[src/rtl/sar_bit_regs_pkg.sv]
package sar_bit_regs_pkg;

    // Operation chosen for the current cycle, in priority order after NONE.
    typedef enum logic [3:0] {
        OP_NONE = 4'd0,
        OP_XCH_LO = 4'd1,
        OP_XCH_HI = 4'd2,
        OP_XFER_LO = 4'd3,
        OP_XFER_HI = 4'd4,
        OP_BIT_SET = 4'd5,
        OP_BIT_CLR = 4'd6,
        OP_SEL_LOAD = 4'd7,
        OP_SEL_DEC = 4'd8
    } op_e;

    // Raw strobes from the decoder.
    typedef struct packed {
        logic xch_lo;
        logic xch_hi;
        logic xfer_lo;
        logic xfer_hi;
        logic bit_set;
        logic bit_clr;
        logic sel_load;
        logic sel_dec;
    } strobe_t;

    // Fixed priority: swaps, then transfers, then bit ops, then counter ops.
    function automatic op_e pick_op(input strobe_t s);
        op_e r;
        if (s.xch_lo) r = OP_XCH_LO;
        else if (s.xch_hi) r = OP_XCH_HI;
        else if (s.xfer_lo) r = OP_XFER_LO;
        else if (s.xfer_hi) r = OP_XFER_HI;
        else if (s.bit_set) r = OP_BIT_SET;
        else if (s.bit_clr) r = OP_BIT_CLR;
        else if (s.sel_load) r = OP_SEL_LOAD;
        else if (s.sel_dec) r = OP_SEL_DEC;
        else r = OP_NONE;
        return r;
    endfunction

    function automatic logic is_bit_op(input op_e op);
        return (op == OP_BIT_SET) || (op == OP_BIT_CLR);
    endfunction

endpackage

[src/rtl/sar_op_arbiter.sv]
module sar_op_arbiter
    import sar_bit_regs_pkg::*;
(
    input strobe_t strobes_i,
    output op_e op_o
);

    always_comb begin
        op_o = pick_op(strobes_i);
    end

endmodule

[src/rtl/sar_sel_counter.sv]
module sar_sel_counter
    import sar_bit_regs_pkg::*;
#(
    parameter int SEL_W = 3
) (
    input logic clk,
    input logic rst,
    input op_e op_i,
    output logic [SEL_W-1:0] sel_o,
    output logic skip_o
);

    localparam logic [SEL_W-1:0] SEL_TOP = '1;
    localparam logic [SEL_W-1:0] SEL_ONE = SEL_W'(1);

    logic [SEL_W-1:0] sel_q;
    logic [SEL_W-1:0] sel_d;

    always_comb begin
        sel_d = sel_q;
        unique case (op_i)
            OP_SEL_LOAD: sel_d = SEL_TOP;
            OP_SEL_DEC: sel_d = sel_q - SEL_ONE;
            default: sel_d = sel_q;
        endcase
    end

    always_ff @(posedge clk) begin
        if (rst) sel_q <= SEL_TOP;
        else sel_q <= sel_d;
    end

    // Wrap to the top value happens exactly when stepping down from zero.
    assign skip_o = (op_i == OP_SEL_DEC) && (sel_q == '0);
    assign sel_o = sel_q;

endmodule

[src/rtl/sar_nibble_pair.sv]
module sar_nibble_pair
    import sar_bit_regs_pkg::*;
#(
    parameter int NIB_W = 4
) (
    input logic clk,
    input logic rst,
    input op_e op_i,
    input logic [NIB_W-1:0] acc_i,
    input logic [$clog2(NIB_W):0] sel_i,
    output logic [NIB_W-1:0] acc_o,
    output logic [NIB_W-1:0] hi_o,
    output logic [NIB_W-1:0] lo_o
);

    localparam int POS_W = $clog2(NIB_W);
    localparam int SEL_W = POS_W + 1;

    logic [NIB_W-1:0] hi_q, lo_q, hi_d, lo_d;
    logic [NIB_W-1:0] pos_mask;
    logic [NIB_W-1:0] bit_hi, bit_lo;
    logic pick_hi;

    assign pick_hi = sel_i[SEL_W-1];

    // One-hot mask of the addressed position inside a nibble.
    for (genvar i = 0; i < NIB_W; i++) begin : g_pos
        assign pos_mask[i] = (sel_i[POS_W-1:0] == POS_W'(i));
    end

    // Per-bit next value for the bit operations.
    for (genvar i = 0; i < NIB_W; i++) begin : g_bits
        always_comb begin
            bit_hi[i] = hi_q[i];
            bit_lo[i] = lo_q[i];
            if (is_bit_op(op_i) && pos_mask[i]) begin
                if (pick_hi) bit_hi[i] = (op_i == OP_BIT_SET);
                else bit_lo[i] = (op_i == OP_BIT_SET);
            end
        end
    end

    always_comb begin
        hi_d = hi_q;
        lo_d = lo_q;
        acc_o = acc_i;
        unique case (op_i)
            OP_XCH_LO: begin
                lo_d = acc_i;
                acc_o = lo_q;
            end
            OP_XCH_HI: begin
                hi_d = acc_i;
                acc_o = hi_q;
            end
            OP_XFER_LO: lo_d = acc_i;
            OP_XFER_HI: hi_d = acc_i;
            OP_BIT_SET, OP_BIT_CLR: begin
                hi_d = bit_hi;
                lo_d = bit_lo;
            end
            default: begin
                hi_d = hi_q;
                lo_d = lo_q;
            end
        endcase
    end

    always_ff @(posedge clk) begin
        if (rst) begin
            hi_q <= '0;
            lo_q <= '0;
        end else begin
            hi_q <= hi_d;
            lo_q <= lo_d;
        end
    end

    assign hi_o = hi_q;
    assign lo_o = lo_q;

endmodule

[src/rtl/sar_bit_regs.sv]
module sar_bit_regs
    import sar_bit_regs_pkg::*;
#(
    parameter int NIB_W = 4
) (
    input logic clk,
    input logic rst,
    input logic [NIB_W-1:0] acc_i,
    input logic xch_lo_i,
    input logic xch_hi_i,
    input logic xfer_lo_i,
    input logic xfer_hi_i,
    input logic bit_set_i,
    input logic bit_clr_i,
    input logic sel_load_i,
    input logic sel_dec_i,
    output logic [NIB_W-1:0] acc_o,
    output logic [2*NIB_W-1:0] res_o,
    output logic [$clog2(NIB_W):0] sel_o,
    output logic skip_o
);

    localparam int SEL_W = $clog2(NIB_W) + 1;

    strobe_t strobes;
    op_e op;
    logic [NIB_W-1:0] hi, lo;
    logic [SEL_W-1:0] sel;

    always_comb begin
        strobes.xch_lo = xch_lo_i;
        strobes.xch_hi = xch_hi_i;
        strobes.xfer_lo = xfer_lo_i;
        strobes.xfer_hi = xfer_hi_i;
        strobes.bit_set = bit_set_i;
        strobes.bit_clr = bit_clr_i;
        strobes.sel_load = sel_load_i;
        strobes.sel_dec = sel_dec_i;
    end

    sar_op_arbiter u_arb (
        .strobes_i(strobes),
        .op_o(op)
    );

    sar_sel_counter #(.SEL_W(SEL_W)) u_cnt (
        .clk(clk),
        .rst(rst),
        .op_i(op),
        .sel_o(sel),
        .skip_o(skip_o)
    );

    sar_nibble_pair #(.NIB_W(NIB_W)) u_nib (
        .clk(clk),
        .rst(rst),
        .op_i(op),
        .acc_i(acc_i),
        .sel_i(sel),
        .acc_o(acc_o),
        .hi_o(hi),
        .lo_o(lo)
    );

    assign res_o = {hi, lo};
    assign sel_o = sel;

endmodule

[config.mk]
export PLATFORM = sky130hd
export DESIGN_NAME = sar_bit_regs
export DESIGN_NICKNAME = d
export VERILOG_FILES = /design/src/rtl/sar_bit_regs_pkg.sv /design/src/rtl/sar_op_arbiter.sv /design/src/rtl/sar_sel_counter.sv /design/src/rtl/sar_nibble_pair.sv /design/src/rtl/sar_bit_regs.sv
export SDC_FILE = /design/constraint.sdc
export NUM_CORES = 1
export LEC_CHECK = 0
export BUFFER_PORTS_ARGS = -buffer_cell sky130_fd_sc_hd__buf_4
export CAP_MARGIN = 20
export CORE_MARGIN = 2
export CORE_UTILIZATION = 53
export DETAILED_ROUTE_END_ITERATION = 10
export PLACE_DENSITY = 0.83
export SKIP_LAST_GASP = 1
export SLEW_MARGIN = 40
export SYNTH_ARGS = -nofsm -noshare
export SYNTH_HDL_FRONTEND = slang
export SYNTH_HIERARCHICAL = 1
export SYNTH_SLANG_ARGS = --single-unit
[constraint.sdc]
create_clock -name clk -period 3.6 [get_ports clk]
set_input_delay 0.72 -clock clk [delete_from_list [all_inputs] [get_ports clk]]
set_output_delay 0.72 -clock clk [all_outputs]
set_load 0.02 [all_outputs]
# --- Word-level counts from Yosys, hierarchy flattened ---
# Cells that the tools add are included.
totals:
  regBits: 11
  inputBits: 14
  out_inout_bits: 16
  elab_cells: 71
op_classes:
  add_sub_neg: 1
  eq_ne: 17
  n_mux: 22
  reduce_logical: 22
ops:
  columns: ["op", "count"]
  rows:
  - ["two-way mux 4 bit", 8]
  - ["one-hot mux 4 bit (2 select lines)", 3]
  - ["AND reduction 3 bit", 8]
  - ["== test 4 x 3 -> 1 bit (second input constant)", 4]
  - ["two-way mux 1 bit", 10]
  - ["== test 4 x 2 -> 1 bit (second input constant)", 2]
  - ["!= test 2 x 1 -> 1 bit (second input constant)", 4]
  - ["one-hot mux 3 bit (2 select lines)", 1]
  - ["nonzero test 2 bit", 3]
  - ["OR reduction 2 bit", 3]
  - ["logical AND 1 bit", 5]
  - ["== test 2 bit (second input constant)", 2]
  - ["== test 4 x 1 -> 1 bit (second input constant)", 1]
  - ["== test 4 bit (second input constant)", 1]
  - ["!= test 2 bit (second input constant)", 2]
  - ["logical NOT 3 bit", 1]
  - ["subtractor 3 x 1 -> 3 bit (second input constant)", 1]
  - ["== test 2 x 1 -> 1 bit (second input constant)", 1]
  - ["logical NOT 2 bit", 1]
  - ["logical OR 1 bit", 1]

# --- Longest topological paths before layout ---
# Gate-level depths: netlist (run 1).
logic_depth:
  word_depth: 13
  mapped_depth: 8
  depth_no_buf: 7

# --- By module ---
# Netlist (run 1), hierarchy kept.
by_module_without_submodules:
  columns: ["mod", "n_inst", "cells_each", "area_each_um2", "seq_area_each_um2"]
  rows:
  - ["sar_nibble_pair", 1, 78, 664.4, 160.2]
  - ["sar_sel_counter", 1, 21, 188.9, 60.1]
  - ["sar_op_arbiter", 1, 12, 71.3, 0.0]

# --- Worst setup path before layout (run 1) ---
# OpenSTA, ideal clock, no wires.
synth_timing:
  path_kind: "input -> output"
  startpoint: "input port xch_lo_i"
  endpoint: "output port acc_o[0]"
  arrival_time_ns: 2.451
  required_ns: 2.880
  setup_slack_ns: 0.429
  cell_stages: 4
  n_path_buf: 0
  cell_sequence: "nor4_1 -> nor3b_2 -> or2_2 -> o21ai_0"
synth_between:
  elab_chain_len: 3
  elab_cells_between_ends: 4
  cone_classes: "2 x eq/ne; 2 x mux"
synth_rtl:
  columns: ["element", "line_no", "source"]
  rows:
  - ["start: declaration", "sar_bit_regs.sv:9", "input logic xch_lo_i,"]
  - ["two-way mux 4 bit *", "sar_bit_regs_pkg.sv:31", "if (s.xch_lo) r = OP_XCH_LO;"]
  - ["== test 4 x 2 -> 1 bit or == test 4 x 1 -> 1 bit (tied branches)", "sar_nibble_pair.sv:47", "unique case (op_i)"]
  - ["one-hot mux 4 bit (2 select lines) *", "sar_nibble_pair.sv:47", null]
  - ["end: declaration", "sar_bit_regs.sv:17", "output logic [NIB_W-1:0] acc_o,"]
# Every way passes the cells marked *; elsewhere a longest branch is shown, timed or not.

# --- Worst setup path in the final report (run 1) ---
layout_timing:
  startpoint: "input port xfer_hi_i"
  endpoint: "output port acc_o[2]"
layout_between:
  elab_chain_len: 6
  elab_cells_between_ends: 7
  cone_classes: "2 x eq/ne; 5 x mux"
layout_rtl:
  columns: ["element", "line_no", "source"]
  rows:
  - ["start: declaration", "sar_bit_regs.sv:12", "input logic xfer_hi_i,"]
  - ["two-way mux 4 bit *", "sar_bit_regs_pkg.sv:34", "else if (s.xfer_hi) r = OP_XFER_HI;"]
  - ["two-way mux 4 bit *", "sar_bit_regs_pkg.sv:33", "else if (s.xfer_lo) r = OP_XFER_LO;"]
  - ["two-way mux 4 bit *", "sar_bit_regs_pkg.sv:32", "else if (s.xch_hi) r = OP_XCH_HI;"]
  - ["two-way mux 4 bit *", "sar_bit_regs_pkg.sv:31", null]
  - ["named net op[2]", "sar_bit_regs.sv:26", "op_e op;"]
  - ["== test 4 x 2 -> 1 bit or == test 4 x 1 -> 1 bit (tied branches)", "sar_nibble_pair.sv:47", null]
  - ["one-hot mux 4 bit (2 select lines) *", "sar_nibble_pair.sv:47", null]
# Mark *: on every way through the listed nets, which the timed path passes. The rest lies on a longest branch.

==> flow_summary.toml, run 1 <==
[clocking]
cts_buffers = 3
postCtsSetupBuffers = 0
hold_buffers = 0
htree_num_levels = 1
clockRootBuffer = "clkbuf_4"
clk_pin_slew_ps = 70
clock_path_buffers = 2
clkSinkCount = 11
cts_resized = 0
clk_latency_ps = 280
tritoncts = "yes"

[power]
p_sw_frac = 0.348
power.total_mw = 0.370
p_leak_nw = 0.547
ir_worst_vdd_mv = 0.176
clkPwrFrac = 0.240
power.internal_mw = 0.242
powerDensity_mw_per_mm2 = 310
p_seq_frac = 0.381
pwr-share-comb = 0.379
p_switching_mw = 0.129

[route]
first_pass_iters = 4
post_drt_wl_per_cell_um = 15.9
drtIter0Drc = 33
ant_nets = 0
route.detailed.drc = 0
vias = 993
avgViaCountPerCell = 6.21
wl_um = 2540

[worst_hold_path]
min_path_cells = 2
min_path_type = "reg2reg"
worstHoldStart = "u_cnt/sel_o[2]"
min_to = "u_cnt/sel_o[2]"

[global_route]
gr-total-overflow = 0
track_usage = 0.268
grt_pass1_vias = 907
antenna_found_initial = 0
grt_pass1_wl_um = 4020
grt_max_degree = 18

[placed_design]
port_buffers = 29
dp.cells = 156
dp_hpwl_um = 1900
gp_congestion = 0.796
post_dp_cell_area_mm2 = 0.00117

[worst_setup_path]
r2r_end = "u_nib/lo_o[3]"
start_kind = "input port"
r2r_start = "u_cnt/sel_o[2]"
r2r_slack_ps = 2030
crit_fanout = 8
end_kind = "output port"
cp.required_ps = 2880
worstPathArrival_ps = 2490
r2r_cells = 4
worst-setup-path-type = "in2out"

[finish]
n_antenna_cell = 0
final_common_cell = "buf_4"
fin_area_mm2 = 0.00119
final_cell_mix = "buf_4 (33), nor2b_1 (12), dfxtp_1 (11)"
fin_cells = 160
drive_gt1_frac = 0.371
nNetsFinal = 160
syn_to_final_growth_pct = 29.1
fin_util = 0.707

[floorplan]
fp.dieW_um = 45.8
fp-row-count = 15
start_util = 0.547
core_area_mm2 = 0.00169
die-area_mm2 = 0.00209
io_pins = 30
die_h_um = 45.8

[sta]
setup_tns_ps = 0
timing.final.crit_period_ps = 3210
relSlewSlack = 0.584
fin_worst_skew_ps = 2.51
drv_slew = 0
rsz0062_at_grt = "no"
finalCritPeriodShare = 0.892
hold_viol = 0
worst_pin_slew_ps = 622
final-setup-viol-count = 0
clock.fmax_mhz = 312

[job]
drv_cap = 0

[synth]
ys_seq_area_frac = 0.238
ys_seq_elements = 11
syn_area_um2 = 925
synth_warnings = 6
synth-edff-count = 0
netlist_instances = 111
ys_types = 39
synth_nets = 127
synthFlopType = "dfxtp_1"
synthArstFlopShare = 0
synth.avg_cell_area_um2 = 8.33

[outcome]
status = "finished, final reports clean"
[registers in the layout, summed over array words and instances, names as in the netlist]
register,flops
u_cnt/sel_o,3
u_nib/hi_o,4
u_nib/lo_o,4
[worst max-delay path, cell delays in order]
cell	delay, ps
buf_4	120
nor4_2	340
nor4_1	90
buf_4	180
nor4b_2	520
or2_2	260
o21ai_0	90
buf_4	170
[cell type report]
type | instances | area [µm²]
multi-input cells | 85 | 641
fillers | 145 | 495
repair buffers | 33 | 248
flip-flops and latches | 11 | 220
inverters | 10 | 37.5
clock buffers | 4 | 26.3
well taps | 17 | 21.3
[worst max-delay path by stage]
stage / from / endpoint / depth (start not counted) / slack [ps]
2_1_floorplan: xch_lo_i / acc_o[0] / 4 / 430
3_3_place_gp: bit_clr_i / acc_o[0] / 9 / 510
3_5_place_dp: xfer_hi_i / acc_o[2] / 8 / 440
4_1_cts: xfer_hi_i / acc_o[2] / 8 / 450
5_1_grt: xfer_hi_i / acc_o[0] / 9 / 320
6_report: xfer_hi_i / acc_o[2] / 8 / 390
[through the flow]
stage	hold WS, ps	setup slack [ps]
after floorplan	600	429
after global placement	553	511
after detailed placement	564	443
after CTS	586	446
after global routing	626	319
final	583	390
[kinds of logic (layout without fill, tap and decap cells)]
logic type,Yosys count,count (layout),share of synthesized area
AO/OA/AOI/OAI,30,30,0.222
XOR/XNOR,1,1,0.0176
adder cells (fa/ha/maj),2,2,0.0271
buffers and inverters,15,47,0.0690
flip-flops,11,11,0.238
multiplexers,8,8,0.101
AND/OR/NAND/NOR,44,44,0.325
[power groups by stage]
stage	Combinational (mW)	Sequential [mW]	Clock (mW)
2_1_floorplan	0.0684	0.156	0
3_3_place_gp	0.134	0.143	0
3_5_place_dp	0.139	0.144	0
4_1_cts	0.139	0.141	0.0915
5_1_grt	0.149	0.142	0.0989
6_report	0.140	0.141	0.0890
[routing by layer]
layer,GRT usage,part of all wire,wire length (µm)
met4,0.103,0.013,34
met3,0.0595,0.067,170
met1,0.316,0.40,1020
met5,0,0,0
met2,0.468,0.52,1310
[Yosys cell counts, types with 2 or more instances]
| master | n | share of area |
|---|---|---|
| inv_1 | 10 | 0.041 |
| ha_1 | 2 | 0.027 |
| buf_2 | 2 | 0.011 |
| o21ai_0 | 6 | 0.032 |
| nand2_1 | 2 | 0.0081 |
| nor2b_1 | 12 | 0.081 |
| nor3b_2 | 3 | 0.041 |
| a31oi_1 | 2 | 0.014 |
| nor2_1 | 4 | 0.016 |
| nand3_1 | 7 | 0.038 |
| or2_2 | 3 | 0.020 |
| mux2_1 | 3 | 0.037 |
| nor3b_1 | 3 | 0.024 |
| mux2_2 | 4 | 0.049 |
| a22oi_1 | 4 | 0.032 |
| o32ai_1 | 4 | 0.038 |
| dfxtp_1 | 11 | 0.24 |
| nand2b_1 | 2 | 0.014 |
| a21oi_1 | 7 | 0.038 |
Note: power is estimated with default switching activity, not from simulation.
==> run 2: changes to the inputs <==
CORE_ASPECT_RATIO = 1.4   (was unset)
CORE_UTILIZATION = 49   (was 53)
PLACE_DENSITY = 0.78   (was 0.83)
clock period = 3.3 ns   (was 3.6 ns; I/O delays follow)
==> run 2 against run 1 <==
First-iteration DRC count down 48%; clock power rose by 3.6%; final area rose by 2.2%; largest cell class unchanged; critical endpoint is now skip_o; clock skew is 1.1 ps higher; critical path depth decreased by 2; sequential share of layout area decreased by 0.40 points.
==> flow_summary.toml, run 2 (synthesized netlist as in run 1, its figures left out) <==
[outcome]
status = "finished, final reports clean"

[floorplan]
fp.dieW_um = 40.7
start_util = 0.520
io_pins = 30
die-area_mm2 = 0.00226
die_h_um = 55.4
fp-row-count = 18
core_area_mm2 = 0.00178

[sta]
setup_tns_ps = 0
relSlewSlack = 0.572
timing.final.crit_period_ps = 2990
hold_viol = 0
finalCritPeriodShare = 0.906
setup_ws_ps = 311
rsz0062_at_grt = "no"
worst_pin_slew_ps = 640
fin_worst_skew_ps = 3.57
drv_slew = 0
clock.fmax_mhz = 335
final-setup-viol-count = 0

[placed_design]
place_ws_ps = 342
gp_congestion = 0.836
port_buffers = 29
dp_hpwl_um = 1750

[finish]
drive_gt1_frac = 0.384
fin_util = 0.686
num-fill-cells = 152
syn_to_final_growth_pct = 31.9
final_cell_mix = "buf_4 (36), nor2b_1 (12), dfxtp_1 (11)"
nNetsFinal = 163
final_common_cell = "buf_4"
n_antenna_cell = 0

[clocking]
clock_path_buffers = 2
cts_resized = 0
cts_buffers = 3
htree_num_levels = 1
clk_pin_slew_ps = 70
clockRootBuffer = "clkbuf_4"
tritoncts = "yes"
hold_buffers = 0
clk_latency_ps = 270
postCtsSetupBuffers = 0
clkSinkCount = 11

[power]
ir_worst_vdd_mv = 0.261
p_leak_nw = 0.562
powerDensity_mw_per_mm2 = 325
power.total_mw = 0.397
pwr-share-comb = 0.382
p_switching_mw = 0.132
power.internal_mw = 0.265
clkPwrFrac = 0.232
p_seq_frac = 0.385
p_sw_frac = 0.332

[worst_setup_path]
r2r_cells = 4
end_kind = "output port"
cp.required_ps = 2640
worst-setup-path-type = "in2out"
slowest_stage = "or4b_1"
crit_chain = "buf_4, nor4_2, and4b_1, or4b_1, nor3b_2, buf_4"
r2r_slack_ps = 1860
crit_fanout = 6
cpPeakStageDelay_ps = 510
worstPathArrival_ps = 2330
crit_top_cell = "buf_4"
start_kind = "input port"

[worst_hold_path]
min_path_cells = 2
min_path_type = "reg2reg"

[route]
route.detailed.drc = 0
ant_nets = 0
vias = 961
avgViaCountPerCell = 5.79
first_pass_iters = 4
wl_um = 2270
post_drt_wl_per_cell_um = 13.7
drtIter0Drc = 17

[global_route]
grt_pass1_vias = 906
gr-total-overflow = 0
grt_pass1_wl_um = 3740
grt_max_degree = 18
track_usage = 0.230
antenna_found_initial = 0

[job]
drv_cap = 0
-- run 2: power by group through the flow --
stage	sequential, mW	combinational (mW)	clock [mW]
after floorplan	0.170	0.0746	0
after global placement	0.155	0.149	0
after detailed placement	0.156	0.152	0
after CTS	0.153	0.152	0.0957
after global routing	0.154	0.165	0.102
final	0.153	0.152	0.0922
-- run 2: per-layer routing --
layer  part of all wire  wire [µm]  global-route usage  vias up
li1                   -          -                   -      473
met1               0.42        952               0.262      466
met2               0.54       1230               0.397       20
met3              0.034         76              0.0482        2
met4             0.0053         12              0.0714        0
met5                  0          0                   0        -
-- run 2: final cells by class --
cell class | instances | area (µm²) | area share
Tap cell | 20 | 25.0 | 0.0205
Clock buffer | 4 | 26.3 | 0.0215
Timing Repair Buffer | 36 | 270 | 0.222
Inverter | 10 | 37.5 | 0.0308
Multi-Input combinational cell | 85 | 641 | 0.525
Sequential cell | 11 | 220 | 0.181
-- run 2: path summary, 6_finish.rpt --
kind,start,to
min,u_cnt/sel_o[2],u_cnt/sel_o[2]
max,xfer_hi_i,skip_o
min reg2reg,u_cnt/sel_o[2],u_cnt/sel_o[2]
max reg2reg,u_cnt/sel_o[2],u_nib/lo_o[2]
-- run 2: worst max-delay path: cells and delay by family --
kind,cells,cell delay [ps]
buffers and inverters,2,280
AND/OR/NAND/NOR,4,1390
-- run 2: through the flow --
step	instances	hold WS (ps)	area, µm²
after floorplan	111	600	925
after global placement	162	562	1190
after detailed placement	162	569	1190
after CTS	166	583	1220
after global routing	166	613	1220
final	166	582	1220
==> run 3: changes to the inputs <==
CORE_MARGIN = unset   (was 2)
SKIP_LAST_GASP = unset   (was 1)
==> run 3 against run 2 <==
Total power down 0.30%; wire length down 2.2%; sequential share of layout area up 0.22 points; global-route usage up 1.8 points; first-iteration DRC count unchanged; utilization about the same; clock skew up 3.1 ps; worst hold slack worse by 18 ps.
==> flow_summary.toml, run 3 (synthesized netlist as in run 1, its figures left out) <==
[clocking]
clkSinkCount = 11
clk_latency_ps = 260
clockRootBuffer = "clkbuf_4"
clk_pin_slew_ps = 80
tritoncts = "yes"
cts_resized = 0
postCtsSetupBuffers = 0
clock_path_buffers = 2
cts_buffers = 3
hold_buffers = 0
htree_num_levels = 1

[finish]
syn_to_final_growth_pct = 30.3
fin_util = 0.686
drive_gt1_frac = 0.375
n_antenna_cell = 0
final_cell_mix = "buf_4 (34), nor2b_1 (12), dfxtp_1 (11)"
nNetsFinal = 161
final_common_cell = "buf_4"

[route]
avgViaCountPerCell = 5.86
wl_um = 2220
route.detailed.drc = 0
vias = 961
drtIter0Drc = 17
first_pass_iters = 4
ant_nets = 0
post_drt_wl_per_cell_um = 13.5

[worst_setup_path]
cpPeakStageDelay_ps = 600
worstPathArrival_ps = 2320
slowest_stage = "or4b_1"
critical_path_buf_inv_count = 2
start_kind = "input port"
worst-setup-path-type = "in2out"
cp_top_family = "simple AND/OR/NAND/NOR gates"
crit_chain = "buf_4, nor4_2, and4b_1, or4b_1, nor3b_2, buf_4"
end_kind = "output port"
cp.required_ps = 2640
r2r_slack_ps = 1790
crit_fanout = 7
crit_top_cell = "buf_4"

[sta]
setup_tns_ps = 0
setup_ws_ps = 315
relSlewSlack = 0.603
final-setup-viol-count = 0
timing.final.crit_period_ps = 2980
clock.fmax_mhz = 335
finalCritPeriodShare = 0.904
rsz0062_at_grt = "no"
worst_pin_slew_ps = 595
hold_viol = 0
drv_slew = 0
fin_worst_skew_ps = 6.69

[power]
p_switching_mw = 0.132
p_sw_frac = 0.334
clkPwrFrac = 0.234
powerDensity_mw_per_mm2 = 329
ir_worst_vdd_mv = 0.174
pwr-share-comb = 0.378
p_leak_nw = 0.552
p_seq_frac = 0.389
power.internal_mw = 0.264

[floorplan]
io_pins = 30
core_area_mm2 = 0.00176
die-area_mm2 = 0.00207
start_util = 0.526
fp-row-count = 18
fp.dieW_um = 38.7
die_h_um = 53.4

[global_route]
antenna_found_initial = 0
grt_max_degree = 18
grt_pass1_wl_um = 3730
gr-total-overflow = 0
track_usage = 0.248
grt_pass1_vias = 895

[outcome]
status = "finished, final reports clean"

[placed_design]
dp_hpwl_um = 1740
place_ws_ps = 304
gp_congestion = 0.829
port_buffers = 29

[job]
drv_cap = 0

[worst_hold_path]
min_path_type = "reg2reg"
-- run 3: worst min-delay path, cell delays in order (launching register included) --
cell and delay (ps):
dfxtp_1 380, inv_1 80, a31oi_1 70
-- run 3: cell type report --
type	instances	area [µm²]
multi-input cells	85	641
fillers	162	552
repair buffers	34	255
flip-flops and latches	11	220
inverters	10	37.5
clock buffers	4	26.3
well taps	20	25.0
-- run 3: path summary, 6_finish.rpt --
| path | start | endpoint | cells after the start |
|---|---|---|---|
| worst max-delay path | xfer_hi_i | skip_o | 6 |
| worst min-delay path | u_cnt/sel_o[2] | u_cnt/sel_o[2] | 2 |
| worst max register to register | u_cnt/sel_o[2] | u_nib/lo_o[3] | 4 |
| worst min register to register | u_cnt/sel_o[2] | u_cnt/sel_o[2] | 2 |
-- run 3: routing by layer --
layer,GRT usage,share of wire
met3,0.0504,0.049
met2,0.439,0.53
met1,0.283,0.41
met5,0,0
met4,0.0862,0.017
-- run 3: stage by stage --
step / hold slack (ps) / instances / power (mW) / area, µm²
6_report: 564 / 164 / 0.396 / 1200
5_1_grt: 601 / 164 / 0.422 / 1200
4_1_cts: 565 / 164 / 0.400 / 1200
3_5_place_dp: 553 / 160 / 0.306 / 1180
3_3_place_gp: 533 / 160 / 0.303 / 1180
2_1_floorplan: 600 / 111 / 0.244 / 925
-- run 3: power by group through the flow --
stage               combinational (mW)  sequential [mW]  clock, mW
floorplan                       0.0746            0.170          0
global placement                 0.146            0.157          0
detailed placement               0.149            0.157          0
CTS                              0.149            0.154     0.0961
global route                     0.163            0.155      0.104
finish                           0.150            0.154     0.0924
